### config.mk
export PLATFORM = sky130hd
export DESIGN_NAME = pll_fb_divider
export DESIGN_NICKNAME = d
export VERILOG_FILES = /design/src/rtl/pdiv_pkg.sv /design/src/rtl/pdiv_input_sel.sv /design/src/rtl/pdiv_prescaler.sv /design/src/rtl/pdiv_ratio_ctr.sv /design/src/rtl/pll_fb_divider.sv
export SDC_FILE = /design/constraint.sdc
export NUM_CORES = 1
export LEC_CHECK = 0
export CORE_MARGIN = 2
export CORE_UTILIZATION = 45
export CTS_CLUSTER_DIAMETER = 30
export DETAILED_ROUTE_END_ITERATION = 6
export DONT_BUFFER_PORTS = 1
export GPL_ROUTABILITY_DRIVEN = 0
export HOLD_SLACK_MARGIN = 0.12
export SYNTH_ARGS = -nofsm -noshare
export SYNTH_HDL_FRONTEND = slang
export SYNTH_SLANG_ARGS = --single-unit
### constraint.sdc
create_clock -name clk -period 4 [get_ports clk]
set_input_delay 0.8 -clock clk [delete_from_list [all_inputs] [get_ports clk]]
set_output_delay 0.8 -clock clk [all_outputs]
set_load 0.01 [all_outputs]
### src/rtl/pdiv_pkg.sv
package pdiv_pkg;

    typedef enum logic [1:0] {
        MODE_HB_HALF_SWL = 2'b00,
        MODE_HB_SWL      = 2'b01,
        MODE_LB_SWL      = 2'b10,
        MODE_LB_DIRECT   = 2'b11
    } div_mode_e;

    typedef struct packed {
        div_mode_e mode;
        logic      ext_psc;
    } mode_cfg_t;

    function automatic logic takes_high_band(mode_cfg_t c);
        return (c.mode == MODE_HB_HALF_SWL) || (c.mode == MODE_HB_SWL);
    endfunction

    function automatic logic halves_input(mode_cfg_t c);
        return c.mode == MODE_HB_HALF_SWL;
    endfunction

    function automatic logic uses_internal_psc(mode_cfg_t c);
        return c.mode != MODE_LB_DIRECT;
    endfunction

    function automatic logic uses_swallow(mode_cfg_t c);
        return uses_internal_psc(c) || c.ext_psc;
    endfunction

endpackage

### src/rtl/pdiv_input_sel.sv
module pdiv_input_sel
    import pdiv_pkg::*;
(
    input  logic      clk,
    input  logic      rst,
    input  logic      run,
    input  mode_cfg_t cfg,
    input  logic      hb_tick,
    input  logic      lb_tick,
    output logic      sel_tick
);

    logic half_q;
    logic raw_tick;

    always_comb begin
        raw_tick = run & (takes_high_band(cfg) ? hb_tick : lb_tick);
        sel_tick = raw_tick & (halves_input(cfg) ? half_q : 1'b1);
    end

    // Divide-by-two phase; returns to 0 after every passed strobe.
    always_ff @(posedge clk) begin
        if (rst || !run || !halves_input(cfg))
            half_q <= 1'b0;
        else if (raw_tick)
            half_q <= ~half_q;
    end

    // in halving mode no two consecutive selected strobes both pass.
    assert_half_alternates_R4: assert property (@(posedge clk) disable iff (rst)
        (run && halves_input(cfg) && sel_tick) |=> !(sel_tick && halves_input(cfg)));

endmodule

### src/rtl/pdiv_prescaler.sv
module pdiv_prescaler #(
    parameter int PSC_LOG2 = 3
) (
    input  logic clk,
    input  logic rst,
    input  logic run,
    input  logic bypass,
    input  logic in_tick,
    input  logic mod_hi,
    output logic pre_tick
);

    localparam int PSC_MOD = 1 << PSC_LOG2;
    localparam int CW      = PSC_LOG2 + 1;

    logic [CW-1:0] pc_q;
    logic [CW-1:0] last;
    logic          wrap;

    always_comb begin
        last     = mod_hi ? CW'(PSC_MOD) : CW'(PSC_MOD - 1);
        wrap     = in_tick & (pc_q == last);
        pre_tick = bypass ? in_tick : wrap;
    end

    always_ff @(posedge clk) begin
        if (rst || !run || bypass)
            pc_q <= '0;
        else if (in_tick)
            pc_q <= wrap ? '0 : pc_q + CW'(1);
    end

    // prescaler phase never exceeds the larger modulus.
    assert_psc_in_range_R3: assert property (@(posedge clk) disable iff (rst)
        (run && !bypass) |-> (pc_q <= CW'(PSC_MOD)));

endmodule

### src/rtl/pdiv_ratio_ctr.sv
module pdiv_ratio_ctr #(
    parameter int NW       = 16,
    parameter int PSC_LOG2 = 3
) (
    input  logic                clk,
    input  logic                rst,
    input  logic                run,
    input  logic                swallow,
    input  logic [NW-1:0]       ratio_q,
    input  logic [PSC_LOG2-1:0] swl_nx,
    input  logic                pre_tick,
    output logic                done,
    output logic                mod_hi
);

    logic [NW-1:0]       cnt_q;
    logic [NW-1:0]       last;
    logic [PSC_LOG2-1:0] acnt_q;

    always_comb begin
        if (swallow)
            last = (ratio_q >> PSC_LOG2) - NW'(1);
        else
            last = ratio_q - NW'(1);
        done   = pre_tick & (cnt_q == last);
        mod_hi = run & swallow & (acnt_q != '0);
    end

    always_ff @(posedge clk) begin
        if (rst || !run || done) begin
            cnt_q  <= '0;
            acnt_q <= swl_nx;
        end else if (pre_tick) begin
            cnt_q <= cnt_q + NW'(1);
            if (acnt_q != '0)
                acnt_q <= acnt_q - PSC_LOG2'(1);
        end
    end

    // the division count stays within the programmed limit.
    assert_count_in_range_R2: assert property (@(posedge clk) disable iff (rst)
        run |-> (cnt_q <= last));

endmodule

### src/rtl/pll_fb_divider.sv
module pll_fb_divider
    import pdiv_pkg::*;
#(
    parameter int NW       = 16,
    parameter int PSC_LOG2 = 3
) (
    input  logic          clk,
    input  logic          rst,
    input  logic          pll_en,
    input  logic [1:0]    div_mode,
    input  logic          ext_psc,
    input  logic [NW-1:0] ratio_n,
    input  logic          hb_tick,
    input  logic          lb_tick,
    output logic          div_out,
    output logic          mod_ctl
);

    mode_cfg_t     cfg_in;
    mode_cfg_t     cfg_q;
    logic [NW-1:0] ratio_q;
    logic          sel_tick;
    logic          pre_tick;
    logic          done;
    logic          mod_hi;
    logic          div_q;

    always_comb begin
        cfg_in.mode    = div_mode_e'(div_mode);
        cfg_in.ext_psc = ext_psc;
    end

    // Active configuration: follows the ports only while idle or at a division end.
    always_ff @(posedge clk) begin
        if (rst || !pll_en || done) begin
            cfg_q   <= cfg_in;
            ratio_q <= ratio_n;
        end
    end

    always_ff @(posedge clk) begin
        if (rst)
            div_q <= 1'b0;
        else
            div_q <= done;
    end

    pdiv_input_sel u_sel (
        .clk      (clk),
        .rst      (rst),
        .run      (pll_en),
        .cfg      (cfg_q),
        .hb_tick  (hb_tick),
        .lb_tick  (lb_tick),
        .sel_tick (sel_tick)
    );

    pdiv_prescaler #(.PSC_LOG2(PSC_LOG2)) u_psc (
        .clk      (clk),
        .rst      (rst),
        .run      (pll_en),
        .bypass   (!uses_internal_psc(cfg_q)),
        .in_tick  (sel_tick),
        .mod_hi   (mod_hi),
        .pre_tick (pre_tick)
    );

    pdiv_ratio_ctr #(.NW(NW), .PSC_LOG2(PSC_LOG2)) u_ctr (
        .clk      (clk),
        .rst      (rst),
        .run      (pll_en),
        .swallow  (uses_swallow(cfg_q)),
        .ratio_q  (ratio_q),
        .swl_nx   (ratio_n[PSC_LOG2-1:0]),
        .pre_tick (pre_tick),
        .done     (done),
        .mod_hi   (mod_hi)
    );

    assign div_out = div_q;
    assign mod_ctl = mod_hi;

    assert_quiet_when_off_R1: assert property (@(posedge clk) disable iff (rst)
        !pll_en |=> !div_out);

    assert_single_pulse_R9: assert property (@(posedge clk) disable iff (rst)
        div_out |=> !div_out);

    assert_cfg_held_R8: assert property (@(posedge clk) disable iff (rst)
        (pll_en && $past(pll_en) && !$past(done) && !$past(rst))
            |-> ($stable(ratio_q) && $stable(cfg_q)));

    assert_mod_falls_on_prescale_R7: assert property (@(posedge clk) disable iff (rst)
        (pll_en && !$past(rst) && $fell(mod_ctl)) |-> $past(pre_tick));

endmodule

== Yosys cells after proc, flatten, opt, wreduce, memory -nomap -nowiden ==
Cells that the tools add are included.
Storage, ports and cells
  bits in registers: 44
  word-level logic and storage cells: 47
Cells by class
  $add $sub $neg: 5
  equal/unequal tests: 4
  muxes and demuxes: 9
  bitwise gates (word level): 7
  reduce and logical (&&, ||, !) cells: 14
Operators with widths (number)
  $add 16x1->16 const B: 1
  $eq 16x16->1: 1
  $mux 16: 1
  $sub 16x1->16 const B: 1
  $sub 13x1->14 const B: 1
  $mux 3: 3
  $mux 4: 2
  $and 1x1->1: 6
  $logic_or 1x1->1: 6
  $add 4x1->4 const B: 1
  $eq 4x4->1: 1
  $reduce_bool 2->1: 2
  $logic_not 1->1: 3
  $mux 1: 3
  $reduce_bool 3->1: 1
  $sub 3x1->3 const B: 1
  $eq 2x1->1 const B: 1
  $logic_not 2->1: 1
  $ne 2x2->1 const B: 1
  $reduce_and 2->1: 1
  $not 1->1: 1

== Longest topological paths before layout ==
Gate-level depths: netlist of run 1.
  depth in word-level cells: 12
  gate-level depth with buffers: 12
  gate-level depth less buffers: 11

== Hierarchy ==
Synthesis of run 1 repeated with hierarchy kept, for this count alone.
Unflattened totals
  cells, all modules: 303
  area, all modules: 2850.2 µm²
Modules (own cells, without submodules)
  pdiv_ratio_ctr: times used 1, cells an instance 247, area each 1930.6 µm²
  pll_fb_divider: times used 1, cells an instance 24, area each 621.8 µm²
  pdiv_prescaler: times used 1, cells an instance 24, area each 222.7 µm²
  pdiv_input_sel: times used 1, cells an instance 8, area each 75.1 µm²

== Worst setup path after synthesis of run 1 ==
OpenSTA, ideal clock, no wires.
  kind: register to register
  start point: register ratio_q[3]
  end point: register cfg_q[0] (netlist name) (enable)
  setup time: 0.326 ns
  arrival time: 2.814 ns
  path slack: 0.859 ns
  cell stages (with the launch flop): 11
  path buffers: 1
  cell sequence: edfxtp_1 > inv_1 > ha_1 > nor2b_1 > nand4_1 > xor2_1 > a221oi_1 > o2bb2ai_1 > or4b_4 > o31ai_4 > buf_4
Between the ends
  longest elaborated chain between the ends: 5
  elaborated cells on any way between the ends: 6
  classes of those cells: add/sub (2); eq/ne (1); mux (1); bitwise (1); reduce/logical (1)
RTL lines
  start, declared: line pll_fb_divider.sv:21  | logic [NW-1:0] ratio_q;
  start signal, assigned: line pll_fb_divider.sv:37  | ratio_q <= ratio_n;
  $sub 16x1->16 / $sub 13x1->14 (equally long branches): line pdiv_ratio_ctr.sv:24, pdiv_ratio_ctr.sv:22
  $mux 16 *: line pdiv_ratio_ctr.sv:21  | if (swallow)
  $eq 16x16->1 *: line pdiv_ratio_ctr.sv:25  | done = pre_tick & (cnt_q == last);
  $and 1x1->1 *: line pdiv_ratio_ctr.sv:25
  $logic_or 1x1->1 *: line pll_fb_divider.sv:35  | if (rst || !pll_en || done) begin
  end signal, assigned: line pll_fb_divider.sv:36  | cfg_q <= cfg_in;
  end, declared: line pll_fb_divider.sv:20  | mode_cfg_t cfg_q;
Mark *: on every way between the ends. The rest lies on a longest branch, timed or not.
A chain may end at the register's enable or synchronous reset.

== Final worst setup path of run 1 ==
  start point: register ratio_q[3]
  end point: register u_ctr.acnt_q[1], data pin
Between the ends
  longest elaborated chain between the ends: 6
  elaborated cells on any way between the ends: 7
  classes of those cells: add/sub (2); eq/ne (1); mux (2); bitwise (1); reduce/logical (1)
RTL lines
  $sub 16x1->16 / $sub 13x1->14 (equally long branches): line pdiv_ratio_ctr.sv:24, pdiv_ratio_ctr.sv:22
  $mux 16 *: line pdiv_ratio_ctr.sv:21
  $eq 16x16->1 *: line pdiv_ratio_ctr.sv:25
  $and 1x1->1 *: line pdiv_ratio_ctr.sv:25
  $logic_or 1x1->1 *: line pdiv_ratio_ctr.sv:30  | if (rst || !run || done) begin
  $mux 3 *: line pdiv_ratio_ctr.sv:30
  end signal, assigned: line pdiv_ratio_ctr.sv:32  | acnt_q <= swl_nx;
  end signal, assigned: line pdiv_ratio_ctr.sv:36  | acnt_q <= acnt_q - PSC_LOG2'(1);
  end, declared: line pdiv_ratio_ctr.sv:18  | logic [PSC_LOG2-1:0] acnt_q;
Marks and branches as above.

==> metrics list, run 1 <==
- 0 antenna diodes ended up in the layout.
- Along the worst hold path, the cell count comes to 1.
- Crit path launch: ratio_q[3]
- Half-perimeter wire length of the detailed placement result: just over 5000 µm
* Count of boundary I/O pins: 26
- Initial standard-cell utilization of the core: 46.2%
- Worst Setup Slack post-DPL: ~0.37 ns
- The routed design could run at a clock period as short as about 3.7 ns.
* Critical register-to-register path endpoint: u_ctr.acnt_q[1]
* CP top delay family: simple AND/OR/NAND/NOR gates
- Clock Latency Late Sink: roughly 0.31 ns
- Counting cells, the worst reg-to-reg path comes to 11.
* Antenna viol nets, final: 0
* Fraction of power spent switching nets: around 28%
- Worst slew pin tran: a little under 0.9 ns
* Start-to-end type of the worst setup path: register to register
* Arrival time of data at the critical path endpoint: 3.72 ns
- RR Startpoint: ratio_q[3]
- Relative contribution of the clock network to total power: between 30% and 40%
- Vertical extent of the die: approximately 84 µm
- CP max FO: 28
- Crit-path slowest cell: sky130_fd_sc_hd__nor3b_1
* Synth area leader: sky130_fd_sc_hd__edfxtp_1
- Across every metal layer, demand over resource in global routing totals roughly 19%.
- IR analysis of the VDD net gives a maximum drop of around 0.15 mV.
* Fin nets: between 300 and 400
* Worst slew slack as a fraction of its limit: 41.2%
- Clock tree skew after final layout: ~0.008 ns
- Once the clock tree was built, the resizer swapped 0 gates to a different size.
- Data required time at the worst endpoint: 4.06 ns
- Summed over all failing endpoints, the final setup total negative slack is 0 ns.
- After detailed placement, the design holds a cell count of between 300 and 400.
- Each instance of the synthesized netlist takes up on average between 9 and 10 µm².
- The H-tree was split into 2 levels.
- Count of hold buffers inserted by post-cts repair: 0
- Routed vias: 2279
- Overall power consumption after layout is estimated at between 1000 and 1500 µW.
- Total of warnings raised by yosys: 0
- Cells with a size suffix above 1 make up 8.92% of the layout.
- Max frequency: approximately 270 MHz
* Number of buffers created by CTS: 5
- Number of synthesized flops with an enable pin: 22
- Gate count of the mapped netlist: roughly 320
- In this run, synthesis produced a sequential element count of 44.
- Counting every sink on the clock net gives 44.
- The mapped netlist covers between 2000 and 3000 µm².
* Clock tree from TritonCTS: built
- The number of hold violations in the final report is 0.
- Number of maximum-capacitance constraint violations: 0
- The path class of the tightest hold or removal check is register to register.
- For this run, the leading register cell type out of synthesis is sky130_fd_sc_hd__edfxtp_1.
- Compared with the post-synthesis result, the final layout area differs by 5.82%.
- Crit start category: register
* Delay of the slowest cell on the worst path: 0.49 ns
- Internal power: around 760 µW
- Critical path depth in cells: 11
- Iteration-0 DRC count of the detailed router: between 200 and 250
- The number of setup buffers added after CTS is 0.
- Avg WL per Cell: around 17 µm
- Sequential cells were found to cover 37.9% of the synthesized design area.
* Switching power: between 200 and 300 µW
* Largest net degree at the start of global routing: 29
* Root buf cell: sky130_fd_sc_hd__clkbuf_8
- Sequential cells account for approximately half of the total power.
- In this run, the combinational gates consume between 10% and 20% of the power.
- Setup slack on the worst reg-to-reg path comes out at 0.34 ns.
- The first global-routing pass estimated between 10000 and 15000 µm of wire.
- After layout, the worst path uses 91.4% of the clock period.
* Final critical-path setup slack: approximately 0.34 ns
* Proportion of synthesized flip-flops having asynchronous set or reset: 0%
- After clock tree synthesis, the clock-pin slew on the worst setup and hold paths is 0.09 ns.
- Total core area: 6280 µm²
- Synth unique cells: 54
- CP endpoint: u_ctr.acnt_q[1]
- Status: complete, no violations
* Global route overflow: 0
- Using the TritonRoute via totals, the vias-per-cell ratio works out to 5.83.
- The first detailed-routing pass took 4 iterations.
- Width of the die: 84.3 µm
* Power density over cell area: between 300 and 400 nW/µm²
- Combined buffer and inverter count along the critical path: 2
- The number of global-route vias before repair is around 2200.
- Counting along the longest clock path gives a buffer depth of 2.
- When the netlist entered floorplanning its net count stood at about 350.
- The total count of max-transition violations in the final report was 0.
* Kind of end point of the critical path: register
- Input/output buffers: 0
- In this run the static leakage power is just over 0.001 µW.
- Number of endpoints failing setup at the final stage: 0
- Standard-cell rows: 29
- Synth top area cells: sky130_fd_sc_hd__edfxtp_1 (23%), sky130_fd_sc_hd__dfxtp_1 (15%), sky130_fd_sc_hd__xnor2_1 (9.1%), sky130_fd_sc_hd__xor2_1 (5.4%), sky130_fd_sc_hd__nor2_1 (4.3%)
- After synthesis, the largest area contributor takes up between 20% and 30% of total cell area.
* Die footprint: 7110 µm²
- For this run, design rule violations remaining after detail routing come to 0.
- Walking the worst path, the cells encountered are inv_1 > ha_1 > nor3b_1 > xnor2_1 > a22oi_1 > xnor2_1 > o211ai_1 > or4_4 > o31ai_4 > buf_4 > mux2i_1.
- Setup repair after global routing left no endpoint under its margin.
- Number of antenna violations at the first check in global routing: 0
- CP most frequent cell: sky130_fd_sc_hd__xnor2_1
- After detailed routing, the total wire length is about 6700 µm.
* Worst hold slack after final layout: around 0.52 ns
- Count of non-filler cells in the finished layout: 391
-- cell type report --
class / count / area, µm²
clock buffers: 5 / 68.8
repair buffers: 7 / 52.6
inverters: 17 / 63.8
flip-flops and latches: 44 / 1100
multi-input cells: 238 / 1640
well taps: 77 / 96.3
fillers: 603 / 3210
clock inverters: 3 / 46.3
-- sequential cells by signal (all words and copies together) (netlist names) --
signal and flops:
u_sel.half_q 1, u_ctr.acnt_q 3, div_out 1, u_psc.pc_q 4, cfg_q 3, u_ctr.cnt_q 16
ratio_q 16
-- synth_stat cells (all sizes together) (4+ instances only) --
cell type	count
nand4	10
nor3b	4
o21ai	7
buf	7
a21oi	7
nand3	15
clkbuf	12
nand2	17
ha	6
xor2	18
inv	17
nor2	34
nor2b	6
or3	5
nor4	9
nor3	7
nand2b	7
and3	7
edfxtp	22
dfxtp	22
mux2i	5
a211o	4
xnor2	30
-- power by group through the flow --
stage               combinational, µW  sequential (µW)  clock, µW
finish                            162              535        355
global route                      176              539        380
CTS                               161              533        362
detailed placement                160              544          0
global placement                  161              544          0
floorplan                         144              522          0
-- worst min path at each step --
| stage | from | to | slack, ns |
|---|---|---|---|
| CTS | cfg_q[2] | u_sel.half_q | 0.52 |
| finish | cfg_q[2] | u_sel.half_q | 0.52 |
| floorplan | cfg_q[2] | u_sel.half_q | 0.48 |
| global placement | cfg_q[2] | u_sel.half_q | 0.50 |
| global route | cfg_q[2] | u_sel.half_q | 0.54 |
| detailed placement | cfg_q[2] | u_sel.half_q | 0.50 |
-- cell usage in the layout, fill, tap and decap left out, types with 2 or more instances in the layout --
cell                        count
sky130_fd_sc_hd__and3_1         7
sky130_fd_sc_hd__nor3_1         5
sky130_fd_sc_hd__a31oi_1        2
sky130_fd_sc_hd__nor3b_1        4
sky130_fd_sc_hd__and2_1         2
sky130_fd_sc_hd__a21oi_1        7
sky130_fd_sc_hd__mux2_2         2
sky130_fd_sc_hd__o211ai_1       2
sky130_fd_sc_hd__ha_1           6
sky130_fd_sc_hd__o2111ai_1      2
sky130_fd_sc_hd__nand4_1       10
sky130_fd_sc_hd__nand3_1       15
sky130_fd_sc_hd__mux2i_1        5
sky130_fd_sc_hd__xnor2_1       30
sky130_fd_sc_hd__edfxtp_1      22
sky130_fd_sc_hd__inv_1         17
sky130_fd_sc_hd__a311oi_1       2
sky130_fd_sc_hd__nor4_2         2
sky130_fd_sc_hd__nand2b_1       7
sky130_fd_sc_hd__a22oi_1        2
sky130_fd_sc_hd__xor2_1        18
sky130_fd_sc_hd__or4_4          2
sky130_fd_sc_hd__a31o_2         2
sky130_fd_sc_hd__dfxtp_1       22
sky130_fd_sc_hd__nor2b_1        6
sky130_fd_sc_hd__buf_4          7
sky130_fd_sc_hd__a21o_1         3
sky130_fd_sc_hd__o21ai_0        7
sky130_fd_sc_hd__a211oi_1       3
sky130_fd_sc_hd__nor3_2         2
sky130_fd_sc_hd__nor4_1         7
sky130_fd_sc_hd__a211o_1        4
sky130_fd_sc_hd__nor4b_1        2
sky130_fd_sc_hd__nand2_1       17
sky130_fd_sc_hd__nor2_1        33
sky130_fd_sc_hd__clkbuf_8       5
sky130_fd_sc_hd__or3_1          5
-- kinds of logic after synthesis --
group                    after synthesis  synth area share [%]
AND/OR/NAND/NOR                      131                  24.9
AO/OA/AOI/OAI                         46                  12.1
XOR/XNOR                              48                  14.5
buffers and inverters                 36                  5.48
adder cells (fa/ha/maj)                6                  2.59
multiplexers                           7                  2.50
flip-flops                            44                  37.9
-- metrics by stage --
step | utilization (%) | instance area (µm²)
2_1_floorplan | - | 2900
3_5_place_dp | 47.1 | 2960
3_3_place_gp | 47.1 | 2960
6_report | 48.9 | 3070
5_1_grt | 48.9 | 3070
4_1_cts | 48.9 | 3070
-- per-layer routing --
layer / vias up / global-route usage (%) / routed length [µm]
met5: - / 0 / 0
li1: 1132 / - / -
met4: 0 / 8.36 / 208
met1: 1057 / 26.5 / 3180
met2: 69 / 30.1 / 2970
met3: 21 / 3.93 / 301
No activity file was read; power rests on OpenSTA's default activity.
==> run 2, diff against run 1 <==
==> constraint.sdc (replaced) <==
create_clock -name clk -period 3.91 [get_ports clk]
set_input_delay 0.782 -clock clk [delete_from_list [all_inputs] [get_ports clk]]
set_output_delay 0.782 -clock clk [all_outputs]
set_load 0.01 [all_outputs]
==> metrics list, run 2 (synthesis gave the netlist of run 1 again) <==
- Status: complete, no violations
* Setup_tns: 0 ns
- Across every metal layer, demand over resource in global routing totals between 10% and 20%.
* DR DRC count: 0
- After detailed routing, the number of vias per cell comes to approximately 6.
- The worst register-to-register path begins at ratio_q[3].
- Input/output buffers: 0
- Total power for the finished layout comes to approximately 1100 µW.
* Worst slew pin tran: ~0.89 ns
- # diodes: 0
- Share of the core filled with cells: between 40% and 50%
- Most common cell after layout, fill and taps aside: sky130_fd_sc_hd__nor2_1
- Iteration count of the initial detailed-routing pass: 5
* Fin nets: between 300 and 400
- Kind of end point of the critical path: register
- Entering global routing, the biggest net connects 29 pins.
- Period utilization: a little over nine tenths
- Share of post-route cells with drive strength above 1: ~8.9%
- TritonCTS built the clock tree.
- Root buf cell: sky130_fd_sc_hd__clkbuf_8
- The worst hold path belongs to the class register to register.
- Final critical-path setup slack: about 0.22 ns
- For this design the top-level I/O count stands at 26.
- met2 is the most crowded layer.
* Number of maximum-capacitance constraint violations: 0
- Clock-pin slew of the registers on the worst-case setup and hold paths: about 0.090 ns
* Post-cts repair resize count: 0
- Highest-count cells in the layout ignoring fill and taps: sky130_fd_sc_hd__nor2_1 (33), sky130_fd_sc_hd__xnor2_1 (30), sky130_fd_sc_hd__edfxtp_1 (22), sky130_fd_sc_hd__dfxtp_1 (22), sky130_fd_sc_hd__xor2_1 (18)
- Standard-cell rows: 29
* Routed vias: 2306
- Static timing analysis puts the maximum clock frequency at between 200 and 300 MHz.
- Crit start category: register
- Setup violations remaining at the end of the flow were counted as 0.
- Met2 Track Usage GR: a little under a third
- The core region is approximately 6300 µm².
* Width of the die: 84.3 µm
- Number of buffers on the longest clock path: 2
- Worst slew slack as a fraction of its limit: slightly above 40%
* Arrival time of data at the critical path endpoint: about 3.7 ns
* Initial standard-cell utilization of the core: 46.2%
* Global Route met1 Usage: roughly 28%
- For this run the aggregate overflow at the end of global routing stands at 0.
* Die footprint: approximately 7100 µm²
- Aggregate routed wire length: 6740 µm
- Wire length of the first global-routing pass: about 11000 µm
- Iteration-0 DRC count of the detailed router: between 200 and 300
- Area growth from synthesis to final layout: 5.82%
- Maximum ir drop on the vdd rail: between 0.15 and 0.2 mV
* Met3 Track Usage GR: 5.01%
- Data required time at the worst endpoint: 3.96 ns
- The analysis attributes to cell leakage a power of between 0.001 and 0.0015 µW.
* Number of antenna violations at the first check in global routing: 0
- Count of hold buffers inserted by post-cts repair: 0
- The layout has 609 filler cells.
- CP endpoint: u_ctr.acnt_q[1]
- In the final routed layout, each cell accounts on average for roughly 17 µm.
- Buffers added to address setup during post-CTS repair amount to 0.
- Shortest clock period the worst path allows after layout: ~3.7 ns
- The clock arrives with 0.00403 ns of skew.
- Antenna viol nets, final: 0
- Clock Latency Late Sink: around 0.3 ns
- Start-to-end type of the worst setup path: register to register
* Vertical extent of the die: between 80 and 90 µm
- The number of hold violations in the final report is 0.
* Max Transition Viols Final: 0
- The clock drives between 40 and 50 sinks.
- Crit path launch: ratio_q[3]
- In the final layout, the registers with the most flip-flops are ratio_q: 16 flops, u_ctr.cnt_q: 16 flops, u_psc.pc_q: 4 flops.
- Number of buffers created by CTS: 5
* Number of global-route vias before repair: between 2000 and 2500
- Depth of the CTS H-tree: 2
- Register-to-register setup slack: around 0.22 ns
- For this design the ratio of total power to cell area is between 300 and 400 nW/µm².
- Cell depth of the worst flop-to-flop path: 11
- Critical register-to-register path endpoint: u_ctr.acnt_q[1]
* Unrepaired setup endpoints after global routing: false
- Worst Setup Slack post-DPL: approximately 0.28 ns
- Half-perimeter wire length of the detailed placement result: about 5200 µm
- CP max FO: 28
==> run 2: cell counts in the layout (fill, tap and decap cells not counted) <==
No cell type changed its count.
==> run 2: cell type report <==
| cell class | count | area, µm² | share of cell area [%] |
|---|---|---|---|
| Multi-Input combinational cell | 238 | 1640 | 53.5 |
| Inverter | 17 | 63.8 | 2.08 |
| Sequential cell | 44 | 1100 | 35.9 |
| Tap cell | 77 | 96.3 | 3.14 |
| Clock inverter | 3 | 46.3 | 1.51 |
| Clock buffer | 5 | 68.8 | 2.24 |
| Timing Repair Buffer | 7 | 52.6 | 1.71 |
==> run 2: power by group <==
part           internal [µW]  leakage (µW)  switching [µW]
combinational           72.7      0.000581            95.1
sequential               511      0.000401            36.0
clock                    193     0.0000548             167
==> run 2: metrics by stage <==
step	cell area, µm²	std cells	hold WS [ns]
floorplan	2900	318	0.475
global placement	2960	383	0.501
detailed placement	2960	383	0.516
CTS	3070	391	0.526
global route	3070	391	0.528
finish	3070	391	0.528
==> run 2: how the worst min path moves through the flow <==
stage              endpoint  depth (start not counted)  slack (ns)  startpoint
6_report       u_sel.half_q                          1        0.53    cfg_q[2]
5_1_grt             div_out                          1        0.53         rst
4_1_cts        u_sel.half_q                          1        0.53    cfg_q[2]
3_5_place_dp   u_sel.half_q                          1        0.52    cfg_q[2]
3_3_place_gp   u_sel.half_q                          1        0.50    cfg_q[2]
2_1_floorplan  u_sel.half_q                          1        0.48    cfg_q[2]
==> run 2: metal layers <==
metal	wire [µm]	vias to the layer above	share of wire [%]
li1	-	1132	-
met1	3250	1088	48
met2	3030	74	45
met3	319	12	4.7
met4	146	0	2.2
met5	0	-	0
==> run 2: critical path, stage by stage (launching register included) <==
cell	delay [ns]
sky130_fd_sc_hd__edfxtp_1	0.46
sky130_fd_sc_hd__inv_1	0.16
sky130_fd_sc_hd__ha_1	0.30
sky130_fd_sc_hd__nor3b_1	0.48
sky130_fd_sc_hd__xnor2_1	0.15
sky130_fd_sc_hd__a22oi_1	0.23
sky130_fd_sc_hd__xnor2_1	0.18
sky130_fd_sc_hd__o211ai_1	0.18
sky130_fd_sc_hd__or4_4	0.46
sky130_fd_sc_hd__o31ai_4	0.34
sky130_fd_sc_hd__buf_4	0.38
sky130_fd_sc_hd__mux2i_1	0.12
==> run 3, diff against run 2 <==
--- a/config.mk
+++ b/config.mk
@@ -10,8 +10,9 @@
 export CTS_CLUSTER_DIAMETER = 30
 export DETAILED_ROUTE_END_ITERATION = 6
 export DONT_BUFFER_PORTS = 1
-export GPL_ROUTABILITY_DRIVEN = 0
 export HOLD_SLACK_MARGIN = 0.12
+export MAX_ROUTING_LAYER = met4
+export SKIP_LAST_GASP = 1
 export SYNTH_ARGS = -nofsm -noshare
 export SYNTH_HDL_FRONTEND = slang
 export SYNTH_SLANG_ARGS = --single-unit
==> metrics list, run 3 (synthesis gave the netlist of run 1 again) <==
- Iteration count of the initial detailed-routing pass: 5
* Critical path depth in cells: 11
- CP cell instances: inv_1 > ha_1 > nor2b_1 > nand4_1 > nor4b_1 > nor4_1 > nand4_1 > or4_4 > o31ai_4 > buf_6 > mux2i_1
- For the pin with the worst max-slew slack, the measured transition is between 0.8 and 0.9 ns.
- For this design the top-level I/O count stands at 26.
- Subtracting the final worst setup slack from the clock period gives 3.60 ns.
- Clock Latency Late Sink: 0.30 ns
- Aggregate routed wire length: between 6000 and 7000 µm
* Register-to-register setup slack: between 0.3 and 0.4 ns
- Worst Hold Launch: cfg_q[2]
* Worst Setup Slack post-DPL: 0.264 ns
- Global routing usage summed across all routing layers: a little over 20%
* Maximum ir drop on the vdd rail: 0.163 mV
- Crit-path slowest cell: sky130_fd_sc_hd__or4_4
- Final RePlAce weighted congestion: 0.914
* CP max FO: 28
- The largest registers in the layout are ratio_q: 16 flops, u_ctr.cnt_q: 16 flops, u_psc.pc_q: 4 flops.
- Setup slack closes at ~0.31 ns.
- Depth of the CTS H-tree: 2
* LEAKAGE: roughly 0.0010 µW
- Leaving out fill and tap cells, the most frequent cells in the layout are sky130_fd_sc_hd__nor2_1 (33), sky130_fd_sc_hd__xnor2_1 (30), sky130_fd_sc_hd__edfxtp_1 (22), sky130_fd_sc_hd__dfxtp_1 (22), sky130_fd_sc_hd__xor2_1 (18).
- The initial antenna violation count was 0.
- The first global-routing pass estimated 11000 µm of wire.
- Start-to-end type of the worst setup path: register to register
* Type of the worst min-delay path: register to register
* Clock tree skew after final layout: around 0.005 ns
- Detail-routed via count per cell: 5.97
- Total core area: between 6000 and 7000 µm²
* CP top delay family: simple AND/OR/NAND/NOR gates
- Number of buffers created by CTS: 5
- After detailed routing, the number of remaining DRC violations is 0.
* # diodes: 0
- Once the floorplan was initialized, standard cells occupied between 40% and 50% of the core.
* CTS sink count: 44
* Number of stages on the worst hold path: 1
- Largest net degree at the start of global routing: 29
- Vertical extent of the die: 84.3 µm
* Hold Fails Final Rpt: 0
* Number of maximum-capacitance constraint violations: 0
- Max frequency: around 280 MHz
- Iteration-0 DRC count of the detailed router: 270
- Delay of the slowest cell on the worst path: 0.57 ns
* RR Startpoint: ratio_q[3]
- Critical register-to-register path endpoint: u_ctr.acnt_q[1]
- Status: complete, no violations
* Antenna viol nets, final: 0
- Period utilization: roughly nine tenths
- In the final routed layout, each cell accounts on average for roughly 18 µm.
* Number of buffers on the longest clock path: 2
- In this run the horizontal extent of the chip is about 84 µm.
- Area growth from synthesis to final layout: 5.05%
- Fin nets: between 300 and 400
- Fill cell count: 599
* Worst hold slack after final layout: around 0.52 ns
* CP most frequent cell: sky130_fd_sc_hd__nand4_1
- TritonCTS built the clock tree.
- The initialized floorplan defines 29 standard-cell rows.
- Root buf cell: sky130_fd_sc_hd__clkbuf_8
* Hold Crit Endpoint: u_sel.half_q
* Combined buffer and inverter count along the critical path: 2
* Kind of end point of the critical path: register
- Share of post-route cells with drive strength above 1: a little under 9%
- Number of endpoints failing setup at the final stage: 0
- Dividing total power by cell area gives a power density of approximately 330 nW/µm².
- The die covers approximately 7100 µm².
* Half-perimeter wire length of the detailed placement result: around 5300 µm
- STA puts the critical path data arrival time at about 3.7 ns.
* Routed vias: ~2300
- The number of global-route vias before repair came to between 2000 and 2500.
- Most common cell after layout, fill and taps aside: sky130_fd_sc_hd__nor2_1
- Data on the critical path is required at its endpoint by 3.96 ns.
* Post-layout power: about 1000 µW
- Max Transition Viols Final: 0
- Measured against its own limit, the worst slew margin works out to ~44%.
- Post-CTS setup buffer count: 0
* Clock-pin slew of the registers on the worst-case setup and hold paths: 0.08 ns
- Crit start category: register
* Global route overflow: 0
- Setup_tns: 0 ns
- Input/output buffers: 0
- Cell depth of the worst flop-to-flop path: 11
- Setup repair after global routing left no endpoint under its margin.
run 3: worst max-delay path by stage:
| stage | to | startpoint | slack [ns] |
|---|---|---|---|
| after global routing | u_ctr.acnt_q[2] | ratio_q[3] | 0.02 |
| after detailed placement | u_ctr.acnt_q[1] | ratio_q[3] | 0.26 |
| after global placement | u_ctr.acnt_q[2] | ratio_q[3] | 0.27 |
| after CTS | u_ctr.acnt_q[1] | ratio_q[3] | 0.25 |
| after floorplan | cfg_q[0] | ratio_q[3] | 0.77 |
| final | u_ctr.acnt_q[1] | ratio_q[3] | 0.31 |
run 3: per-layer routing:
| layer | vias to the layer above | GRT usage [%] | part of all wire [%] | routed length (µm) |
|---|---|---|---|---|
| met3 | 12 | 3.93 | 7.9 | 543 |
| met4 | 0 | 6.01 | 1.7 | 119 |
| met1 | 1095 | 27.1 | 46 | 3150 |
| met2 | 92 | 31.2 | 45 | 3080 |
| met5 | - | - | 0 | 0 |
| li1 | 1135 | - | - | - |
run 3: final cells by class:
type	instances	area, µm²	area share (%)
clock buffer	6	72.6	2.38
clock inverter	2	11.3	0.369
inverter	17	63.8	2.09
multi-input combinational	238	1650	54.0
sequential	44	1100	36.1
tap	77	96.3	3.16
timing repair buffer	7	56.3	1.85
run 3: where the power goes:
group | leakage (µW) | internal, µW | switching [µW]
registers | 0.000401 | 511 | 37.6
logic | 0.000584 | 73.1 | 95.3
clock network | 0.0000455 | 126 | 164
total | 0.00103 | 709 | 296
run 3: per-stage QoR:
stage / area [µm²] / util (%) / std cells
4_1_cts: 3040 / 48.4 / 391
5_1_grt: 3050 / 48.6 / 391
3_3_place_gp: 2960 / 47.1 / 383
2_1_floorplan: 2900 / - / 318
6_report: 3050 / 48.6 / 391
3_5_place_dp: 2960 / 47.1 / 383
run 3: timing repair:
item / 4_1_cts / 5_1_grt
endpoints found under the setup margin: 0 / 12
resized for setup: 0 / 2
hold buffers: 0 / 0
